$ cat config.mk
export PLATFORM = sky130hd
export DESIGN_NAME = mem_resp_watchdog
export DESIGN_NICKNAME = d
export VERILOG_FILES = /design/src/rtl/mrw_pkg.sv /design/src/rtl/mrw_ctrl.sv /design/src/rtl/mrw_counter.sv /design/src/rtl/mrw_flag.sv /design/src/rtl/mem_resp_watchdog.sv
export SDC_FILE = /design/constraint.sdc
export NUM_CORES = 1
export LEC_CHECK = 0
export ABC_AREA = 1
export BUFFER_PORTS_ARGS = -buffer_cell sky130_fd_sc_hd__buf_2
export CAP_MARGIN = 20
export CORE_MARGIN = 5
export CORE_UTILIZATION = 40
export CTS_CLUSTER_SIZE = 12
export DETAILED_ROUTE_END_ITERATION = 6
export GPL_TIMING_DRIVEN = 0
export PLACE_DENSITY_LB_ADDON = 0.2
export RECOVER_POWER = 25
export SLEW_MARGIN = 10
export SYNTH_ARGS = -nofsm -noshare
export SYNTH_HDL_FRONTEND = slang
export SYNTH_SLANG_ARGS = --single-unit
$ cat constraint.sdc
create_clock -name clk -period 4.45 [get_ports clk]
set_clock_uncertainty 0.05 [all_clocks]
set_input_delay 0.6675 -clock clk [delete_from_list [all_inputs] [get_ports clk]]
set_output_delay 0.6675 -clock clk [all_outputs]
set_load 0.005 [all_outputs]
$ cat src/rtl/mrw_pkg.sv
// Shared types for the memory response watchdog.
package mrw_pkg;
    // Counter action chosen each cycle by the controller.
    typedef enum logic [2:0] {
        ACT_HOLD  = 3'd0,   // keep value and access state
        ACT_ARM   = 3'd1,   // load timeout value, access in progress
        ACT_DONE  = 3'd2,   // load timeout value, access finished
        ACT_DEC   = 3'd3,   // decrement by one
        ACT_STOP  = 3'd4,   // final decrement to zero, timeout
        ACT_ABORT = 3'd5    // watchdog disabled, drop access, hold value
    } mrw_act_e;
endpackage

$ cat src/rtl/mrw_ctrl.sv
// Decides the counter action for the current cycle.
// Assumes: start takes priority over ready for the access state;
// a zero timeout value disables all activity.
module mrw_ctrl
    import mrw_pkg::*;
(
    input  logic     enable,
    input  logic     acc_start,
    input  logic     mem_ready,
    input  logic     busy,
    input  logic     cnt_le_one,
    output mrw_act_e act
);
    // Action priority: disable, start, ready, countdown.
    always_comb begin
        if (!enable)
            act = busy ? ACT_ABORT : ACT_HOLD;
        else if (acc_start)
            act = ACT_ARM;
        else if (mem_ready)
            act = ACT_DONE;
        else if (busy)
            act = cnt_le_one ? ACT_STOP : ACT_DEC;
        else
            act = ACT_HOLD;
    end
endmodule

$ cat src/rtl/mrw_counter.sv
// Down-counter with access-in-progress state; executes the action
// chosen by the controller and reports a timeout event.
// Assumes: synchronous active-low reset, single clock.
module mrw_counter
    import mrw_pkg::*;
#(
    parameter int CNT_W = 8
)(
    input  logic             clk,
    input  logic             rst_n,
    input  mrw_act_e         act,
    input  logic [CNT_W-1:0] load_val,
    output logic [CNT_W-1:0] cnt,
    output logic             busy,
    output logic             cnt_le_one,
    output logic             expire
);
    localparam logic [CNT_W-1:0] ONE = CNT_W'(1);

    assign cnt_le_one = (cnt <= ONE);
    assign expire     = (act == ACT_STOP);

    // Counter value and access state update.
    always_ff @(posedge clk) begin
        if (!rst_n) begin
            cnt  <= '0;
            busy <= 1'b0;
        end else begin
            unique case (act)
                ACT_ARM:   begin cnt <= load_val; busy <= 1'b1; end
                ACT_DONE:  begin cnt <= load_val; busy <= 1'b0; end
                ACT_DEC:   cnt <= cnt - ONE;
                ACT_STOP:  begin cnt <= '0; busy <= 1'b0; end
                ACT_ABORT: busy <= 1'b0;
                default:   ;
            endcase
        end
    end

    AST_DEC_STEP: assert property (@(posedge clk) disable iff (!rst_n)
        (act == ACT_DEC) |=> (cnt == $past(cnt) - ONE) && busy);
    AST_ARM_LOAD: assert property (@(posedge clk) disable iff (!rst_n)
        (act == ACT_ARM) |=> (cnt == $past(load_val)) && busy);
    AST_HOLD_IDLE: assert property (@(posedge clk) disable iff (!rst_n)
        (!busy && act == ACT_HOLD) |=> $stable(cnt) && !busy);
endmodule

$ cat src/rtl/mrw_flag.sv
// Sticky timeout flag with write-one-to-clear; set beats clear.
// Assumes: synchronous active-low reset.
module mrw_flag (
    input  logic clk,
    input  logic rst_n,
    input  logic set_evt,
    input  logic clr,
    output logic flag
);
    // Sticky flag register.
    always_ff @(posedge clk) begin
        if (!rst_n)
            flag <= 1'b0;
        else if (set_evt)
            flag <= 1'b1;
        else if (clr)
            flag <= 1'b0;
    end

    AST_FLAG_STICKY: assert property (@(posedge clk) disable iff (!rst_n)
        (flag && !clr) |=> flag);
    AST_FLAG_CLEAR: assert property (@(posedge clk) disable iff (!rst_n)
        (clr && !set_evt) |=> !flag);
endmodule

$ cat src/rtl/mem_resp_watchdog.sv
// Memory response watchdog: loads a down-counter on access start,
// reloads it on each ready handshake, and raises a sticky flag when
// it runs down to zero without a response.
// Assumes: inputs are synchronous to clk; a zero timeout disables it.
module mem_resp_watchdog
    import mrw_pkg::*;
#(
    parameter int CNT_W = 8
)(
    input  logic             clk,
    input  logic             rst_n,
    input  logic             acc_start,
    input  logic             mem_ready,
    input  logic [CNT_W-1:0] wdc_cfg,
    input  logic             flag_clr,
    output logic [CNT_W-1:0] cnt_value,
    output logic             wdg_flag
);
    mrw_act_e act;
    logic     busy;
    logic     cnt_le_one;
    logic     expire;
    logic     enable;

    assign enable = (wdc_cfg != '0);

    mrw_ctrl u_ctrl (
        .enable     (enable),
        .acc_start  (acc_start),
        .mem_ready  (mem_ready),
        .busy       (busy),
        .cnt_le_one (cnt_le_one),
        .act        (act)
    );

    mrw_counter #(.CNT_W(CNT_W)) u_cnt (
        .clk        (clk),
        .rst_n      (rst_n),
        .act        (act),
        .load_val   (wdc_cfg),
        .cnt        (cnt_value),
        .busy       (busy),
        .cnt_le_one (cnt_le_one),
        .expire     (expire)
    );

    mrw_flag u_flag (
        .clk     (clk),
        .rst_n   (rst_n),
        .set_evt (expire),
        .clr     (flag_clr),
        .flag    (wdg_flag)
    );

    AST_READY_RELOAD: assert property (@(posedge clk) disable iff (!rst_n)
        (enable && mem_ready) |=> (cnt_value == $past(wdc_cfg)));
    AST_ZERO_STOP: assert property (@(posedge clk) disable iff (!rst_n)
        (cnt_value == '0 && !(enable && (acc_start || mem_ready))) |=> (cnt_value == '0));
    AST_DISABLED_HOLD: assert property (@(posedge clk) disable iff (!rst_n)
        (!enable) |=> $stable(cnt_value) && !$rose(wdg_flag));
endmodule

==> results of run 1 <==
==> through the flow <==
step	cell area, um2	utilization	setup slack, ns
floorplan	805.8	-	2.683
global placement	939.7	0.4839	2.372
detailed placement	939.7	0.4839	2.380
CTS	975.9	0.5026	2.554
global route	972.2	0.5006	2.337
finish	972.2	0.5006	2.578
==> sequential cells by signal (all words and copies together), names as in the netlist <==
| register | flops |
|---|---|
| u_cnt.cnt | 8 |
| u_cnt.busy | 1 |
| u_flag.flag | 1 |
==> final cells by class <==
cell class,count,area (um2)
clock buffers,4,36.28
well taps,27,33.78
repair buffers,20,96.34
inverters,25,93.84
fillers,223,969.7
flip-flops and latches,10,200.2
multi-input cells,106,496.7
plain buffers,2,15.01
==> critical path, delay by kind of cell (launching register included) <==
family / cells / cell delay [ns]
buffers and inverters: 1 / 0.09
and+or+nand+nor: 12 / 1.03
DFF: 1 / 0.36
adders and majority gates: 1 / 0.24
==> power by group through the flow <==
stage | combinational [mW] | clock, mW | sequential (mW)
after floorplan | 0.0645 | 0 | 0.107
after global placement | 0.0886 | 0 | 0.106
after detailed placement | 0.0901 | 0 | 0.106
after CTS | 0.0906 | 0.0905 | 0.104
after global routing | 0.103 | 0.0943 | 0.106
final | 0.0891 | 0.0860 | 0.104
==> path summary, 6_finish.rpt <==
| path | start | end | slack (ns) | cells after the start |
|---|---|---|---|---|
| worst max-delay path | u_cnt.cnt[0] | u_cnt.cnt[3] | 2.58 | 14 |
| worst min-delay path | u_flag.flag | u_flag.flag | 0.42 | 2 |
| worst max register to register | u_cnt.cnt[0] | u_cnt.cnt[3] | 2.58 | 14 |
| worst min register to register | u_flag.flag | u_flag.flag | 0.42 | 2 |
==> cells in the final DEF, fill, tap and decap left out, types with 3 or more instances in the layout <==
cell	Yosys	layout
sky130_fd_sc_hd__buf_2	0	17
sky130_fd_sc_hd__clkbuf_1	0	3
sky130_fd_sc_hd__clkbuf_4	0	3
sky130_fd_sc_hd__dfxtp_1	10	10
sky130_fd_sc_hd__inv_1	20	20
sky130_fd_sc_hd__inv_2	5	5
sky130_fd_sc_hd__nand2_1	42	42
sky130_fd_sc_hd__nand3_1	13	13
sky130_fd_sc_hd__nor2_1	32	32
sky130_fd_sc_hd__nor2_2	3	3
sky130_fd_sc_hd__xor2_1	5	5
==> layer usage <==
layer | up-vias | share of wire
li1 | 471 | -
met1 | 388 | 0.48
met2 | 14 | 0.47
met3 | 2 | 0.043
met4 | 0 | 0.0070
met5 | - | 0
==> cells by family after synthesis <==
group,after synthesis,share of synthesized area
flip-flops,10,0.2484
AO/OA/AOI/OAI,2,0.01708
AND/OR/NAND/NOR,97,0.5140
adder cells (fa/ha/maj),2,0.03105
buffers and inverters,27,0.1351
XOR/XNOR,5,0.05435
==> metrics.log, run 1 <==
INFO  metric tritoncts = done
INFO  metric vdd_drop_max = 0.1664 mV
INFO  metric first_pass_grt_wire_length = 3.098 mm
INFO  metric instances_no_fill = ~190
INFO  metric routed_wl = 1.863 mm
INFO  metric clkSinkCount = 10
INFO  metric drtPass1Iterations = 4
INFO  metric path_max_fanout = 9
INFO  metric layout-area-overhead-vs-synth = 20.65%
INFO  metric worst_slew_margin_rel = 0.7382
INFO  metric most_instantiated_library_cell_after_synthesis = sky130_fd_sc_hd__nand2_1
INFO  metric fmax = 534.1 MHz
INFO  metric antenna_cells_inserted = 0
INFO  metric cts_htree_levels = 1
INFO  metric yosys.area.top_type_share = 0.2484
INFO  metric grt_util_all_layers = 0.1451
INFO  metric antenna_left = 0
INFO  metric first_global_vias = 750
INFO  metric antenna_found_initial = 0
INFO  metric grt_start_max_net_pins = 11
INFO  metric pwr-share-comb = 0.319
INFO  metric gr-usage-met3 = 0.04905
INFO  metric die_area = 3012 um2
INFO  metric ys_top_cells_by_area = sky130_fd_sc_hd__dfxtp_1 (25%), sky130_fd_sc_hd__nand2_1 (20%), sky130_fd_sc_hd__nor2_1 (15%)
INFO  metric routed-via-count = around 880
INFO  metric post_cts_resized = 0
INFO  metric port-buffer-count = 20
INFO  metric ctsHoldBuffers = 0
INFO  metric hold_violations = 0
INFO  metric rsz0062_at_grt = false
INFO  metric tritoncts.num_buffers = 3
INFO  metric timing_worst_setup_path_type = reg2reg
INFO  metric yosys_warnings = 0
INFO  metric drtIter0Drc = 9
INFO  metric cellLeakagePower = roughly 0.56 nW
INFO  metric use_met1 = 0.1775
INFO  metric die_width = approximately 55 um
INFO  metric synth.yosys.seq_area_share = 0.2484
INFO  metric yosys_register_bits = 10
INFO  metric route.detailed.vias_per_inst = 4.510
INFO  metric synth_edf_count = 0
INFO  metric critPathCaptureType = flip-flop
INFO  metric core_area = between 1500 and 2000 um2
INFO  metric synth.lib_cells_used.distinct = 18
INFO  metric path_clk_slew = 0.07 ns
INFO  metric worst_ep_arrival_time = 2.00 ns
INFO  metric switching_share = 0.3461
INFO  metric synth.largest_area_cell = sky130_fd_sc_hd__dfxtp_1
INFO  metric power.density = 287.4 nW/um2
INFO  metric globalRouteMet2Util = 0.2402
INFO  metric slew_viol_final = 0
INFO  metric holdWs = 0.4156 ns
INFO  metric power_frac_seq = 0.373
INFO  metric path_cells = inv_1 -> ha_1 -> nor2_1 -> nor2_2 -> nand2_1 -> nand3_1 -> nand2_1 -> nand2_1 -> nand2_1 -> nand2_4 -> nand2_4 -> nand2_1 -> nor2_1 -> nor2_1
INFO  metric worst_skew_pair_latency = approximately 0.27 ns
INFO  metric crit_top_cell = sky130_fd_sc_hd__nand2_1
INFO  metric switchingPower = between 90 and 100 uW
INFO  metric clock_tree.root_cell = sky130_fd_sc_hd__clkbuf_4
INFO  metric design.portCount = 22
INFO  metric synth_commonest_cells = sky130_fd_sc_hd__nand2_1 (42), sky130_fd_sc_hd__nor2_1 (32), sky130_fd_sc_hd__inv_1 (20), sky130_fd_sc_hd__nand3_1 (13), sky130_fd_sc_hd__dfxtp_1 (10)
INFO  metric die_h = 54.88 um
INFO  metric cp.required = 4.57 ns
INFO  metric final_min_period_over_clock_period = 0.4207
INFO  metric finalPower = around 280 uW
INFO  metric pwr-share-clk = 0.308
INFO  metric final_nets = 183
INFO  metric effective_utilization_at_floorplan = 0.4149
INFO  metric final.setup.tns = 0 ns
INFO  metric worst_path_max_delay_cell = sky130_fd_sc_hd__dfxtp_1
INFO  metric globalRoute.busiestLayer = met2
INFO  metric postSynth.topFlopCell = sky130_fd_sc_hd__dfxtp_1
INFO  metric run_status = finished clean
INFO  metric min_period = between 1.5 and 2 ns
INFO  metric worstMarginPinSlew = a little under 0.4 ns
INFO  metric layout-drive-gt1-share = 0.2096
INFO  metric timing.critical_path.slowest_cell_delay = 0.36 ns
INFO  metric postSynth.asyncResetShare = 0
INFO  metric synthesis.nets = 158
INFO  metric clock_path_buffers = 2
INFO  metric dp_hpwl = between 1 and 1.5 mm
INFO  metric dp_cells = 190
INFO  metric post-cts-setup-buffers = 0
INFO  metric syn_inst = 143
INFO  metric power_report.internal_total = 182.7 uW
INFO  metric wl_per_cell = 9.603 um
INFO  metric grt-ovfl-total = 0
INFO  metric hold_class = reg2reg
INFO  metric setup_viol = 0
INFO  metric syn_area_per_cell = 5.635 um2
INFO  metric finalWeightedCongestion = 0.8051
INFO  metric route.detailed.drc = 0
INFO  metric cap_viol_max_count = 0
INFO  metric worstSetupStartpointType = flip-flop
INFO  metric synthesis.area = 805.8 um2
INFO  metric placementRows = 16
Power figures use the tool's default switching activity.
==> run 2, diff against run 1 <==
==> constraint.sdc (replaced) <==
create_clock -name clk -period 1.6 [get_ports clk]
set_clock_uncertainty 0.05 [all_clocks]
set_input_delay 0.24 -clock clk [delete_from_list [all_inputs] [get_ports clk]]
set_output_delay 0.24 -clock clk [all_outputs]
set_load 0.005 [all_outputs]
==> run 2 against run 1 <==
Via count rose by 3.7%. Sequential power rose to 2.8 times the previous value. Critical endpoint is now u_cnt.cnt[7]. The run now ends with negative setup slack left. Design area rose by 15%. Critical path depth fell by 2. Setup slack got worse by 2.7 ns. Final cell count rose by 2.6%. Die area did not move. Largest cell class unchanged. Global-route usage rose by 2.5 points.
==> metrics.log, run 2 (synthesis gave the netlist of run 1 again) <==
INFO  metric antenna_found_initial = 0 (unchanged)
INFO  metric clkSinkCount = 10 (unchanged)
INFO  metric largest_reg_flops = 8 (unchanged)
INFO  metric worstMarginPinSlew = 0.4184 ns (+0.02564 ns)
INFO  metric fmax = 574.8 MHz (+7.6%)
INFO  metric layout_top_registers = u_cnt.cnt x8, u_cnt.busy x1, u_flag.flag x1
INFO  metric top_register = u_cnt.cnt
INFO  metric routed-via-count = 907 (+3.7%)
INFO  metric route.detailed.vias_per_inst = 4.558 (+1.1%)
INFO  metric hold_violations = 0 (unchanged)
INFO  metric critPathCaptureType = flip-flop
INFO  metric cap_viol_max_count = 0 (unchanged)
INFO  metric crit_top_cell = sky130_fd_sc_hd__nor2_2
INFO  metric first_pass_grt_wire_length = 3.525 mm (+14%)
INFO  metric dp_hpwl = 1.505 mm (+1.8%)
INFO  metric run_status = finished with violations
INFO  metric wl_per_cell = 10.89 um (+13%)
INFO  metric layout-area-overhead-vs-synth = 38.20%
INFO  metric core_area = 1942 um2 (unchanged)
INFO  metric post-route-util = 0.5735 (+0.07281)
INFO  metric port-buffer-count = 20 (unchanged)
INFO  metric layout_commonest_cell = sky130_fd_sc_hd__nand2_1
INFO  metric die_area = 3012 um2 (unchanged)
INFO  metric first_global_vias = 842 (+12%)
INFO  metric holdWs = 0.1654 ns (-0.2501 ns)
INFO  metric vdd_drop_max = 0.4092 mV (+150%)
INFO  metric worst_path_max_delay_cell = sky130_fd_sc_hd__dfxtp_4
INFO  metric launch_instance_of_the_worst_min_delay_path = flag_clr
INFO  metric layout.cells.most_common_list = sky130_fd_sc_hd__nand2_1 (34), sky130_fd_sc_hd__nor2_1 (26), sky130_fd_sc_hd__buf_2 (19), sky130_fd_sc_hd__inv_1 (17), sky130_fd_sc_hd__nand3_1 (13)
INFO  metric min_period = 1.740 ns (-0.1325 ns)
INFO  metric timing.rr.start = u_cnt.cnt[0]
INFO  metric dp_worst_setup_slack = -0.1993 ns (-2.579 ns)
INFO  metric setup_ws = -0.1398 ns (-2.718 ns)
INFO  metric rsz0062_at_grt = true
INFO  metric worst_skew_pair_latency = 0.27 ns (about the same)
INFO  metric cellLeakagePower = 0.6081 nW (+9.2%)
INFO  metric path_max_fanout = 8 (-1)
INFO  metric slew_viol_final = 0 (unchanged)
INFO  metric tritoncts.num_buffers = 3 (unchanged)
INFO  metric placementRows = 16 (unchanged)
INFO  metric effective_utilization_at_floorplan = 0.4149 (unchanged)
INFO  metric clock_tree.root_cell = sky130_fd_sc_hd__clkbuf_4
INFO  metric die_h = 54.88 um (unchanged)
INFO  metric path_delay_family = simple AND/OR/NAND/NOR gates
INFO  metric cts_htree_levels = 1 (unchanged)
INFO  metric drtIter0Drc = 9 (unchanged)
INFO  metric worstSetupStartpointType = flip-flop
INFO  metric path_cells = inv_4 -> ha_4 -> nor2_2 -> nor2_2 -> nand3_1 -> a21oi_2 -> nand2_4 -> buf_8 -> nand2_8 -> nand2_2 -> nor2_2 -> nor2_1
INFO  metric die_width = 54.88 um (unchanged)
INFO  metric grt-ovfl-total = 0 (unchanged)
INFO  metric cp.required = 1.72 ns (-2.85 ns)
INFO  metric cp.buffers_inverters = 2 (+1)
INFO  metric violated_checks = negative setup slack
INFO  metric tritoncts = done
INFO  metric path_clk_slew = 0.06 ns (about the same)
INFO  metric hold_class = in2reg
INFO  metric timing_worst_setup_path_type = reg2reg
INFO  metric antenna_cells_inserted = 0 (unchanged)
INFO  metric finalWeightedCongestion = 0.8020 (-0.39%)
INFO  metric grt_start_max_net_pins = 10 (-1)
INFO  metric final.setup.tns = -1.043 ns (-1.043 ns)
INFO  metric final_min_period_over_clock_period = 1.087 (+0.6666)
INFO  metric setup_viol = 8 (+8)
INFO  metric layout-drive-gt1-share = 0.3663 (+0.1567)
INFO  metric timing.critical_path.from = u_cnt.cnt[0]
INFO  metric timing.critical_path.slowest_cell_delay = 0.37 ns (about the same)
INFO  metric power.density = 694.4 nW/um2 (+140%)
INFO  metric antenna_left = 0 (unchanged)
INFO  metric route.detailed.drc = 0 (unchanged)
INFO  metric drtPass1Iterations = 6 (+2)
INFO  metric fillCellCount = 209 (-6.3%)
INFO  metric worst_ep_arrival_time = 1.86 ns (-0.14 ns)
INFO  metric final_nets = 189 (+3.3%)
INFO  metric worst_slew_margin_rel = 0.7211 (-0.01709)
INFO  metric clock_path_buffers = 2 (unchanged)
INFO  metric design.portCount = 22 (unchanged)
INFO  metric routed_wl = 2.167 mm (+16%)
INFO  metric grt_util_all_layers = 0.1697 (+0.02456)
-- run 2: final cells by class --
| class | instances | area (um2) | area share |
|---|---|---|---|
| Buffer | 2 | 18.77 | 0.01685 |
| Clock buffer | 3 | 22.52 | 0.02022 |
| Inverter | 25 | 98.84 | 0.08876 |
| Multi-Input combinational cell | 106 | 570.5 | 0.5124 |
| Sequential cell | 10 | 205.2 | 0.1843 |
| Tap cell | 27 | 33.78 | 0.03034 |
| Timing Repair Buffer | 26 | 163.9 | 0.1472 |
-- run 2: worst min-delay path, cell delays in order --
cell	delay, ns
sky130_fd_sc_hd__buf_2	0.07
sky130_fd_sc_hd__inv_1	0.03
sky130_fd_sc_hd__nand2_1	0.04
sky130_fd_sc_hd__a21oi_1	0.05
-- run 2: timing repair --
| action | in CTS | in global routing |
|---|---|---|
| endpoints found under the setup margin | 8 | 9 |
| hold buffers | 0 | 0 |
| resized for setup | 16 | 8 |
| pin swaps | 0 | 8 |
| gates cloned | 1 | 0 |
| buffers inserted | 5 | 0 |
-- run 2: final timing paths --
| check | end | slack, ns | cells past startpoint |
|---|---|---|---|
| worst min register to register | u_flag.flag | 0.41 | 2 |
| worst max-delay path | u_cnt.cnt[7] | -0.14 | 12 |
| worst min-delay path | u_flag.flag | 0.17 | 4 |
| worst max register to register | u_cnt.cnt[7] | -0.14 | 12 |
-- run 2: stage by stage --
step	power (mW)	cell area, um2	std cells
2_1_floorplan	0.4850	823.3	143
3_3_place_gp	0.5531	957.2	190
5_1_grt	0.8386	1114	199
3_5_place_dp	0.5567	957.2	190
6_report	0.7732	1114	199
4_1_cts	0.7707	1095	199
-- run 2: layer usage --
layer / up-vias / GRT usage / wire length (um)
li1: 486 / - / -
met1: 405 / 0.2127 / 1039
met2: 13 / 0.2717 / 1050
met3: 3 / 0.04087 / 52
met4: 0 / 0.07469 / 25
met5: - / 0 / 0
-- run 2: power breakdown --
part	switching, mW	internal (mW)
clock	0.0871	0.0871
combinational	0.174	0.129
sequential	0.0227	0.273
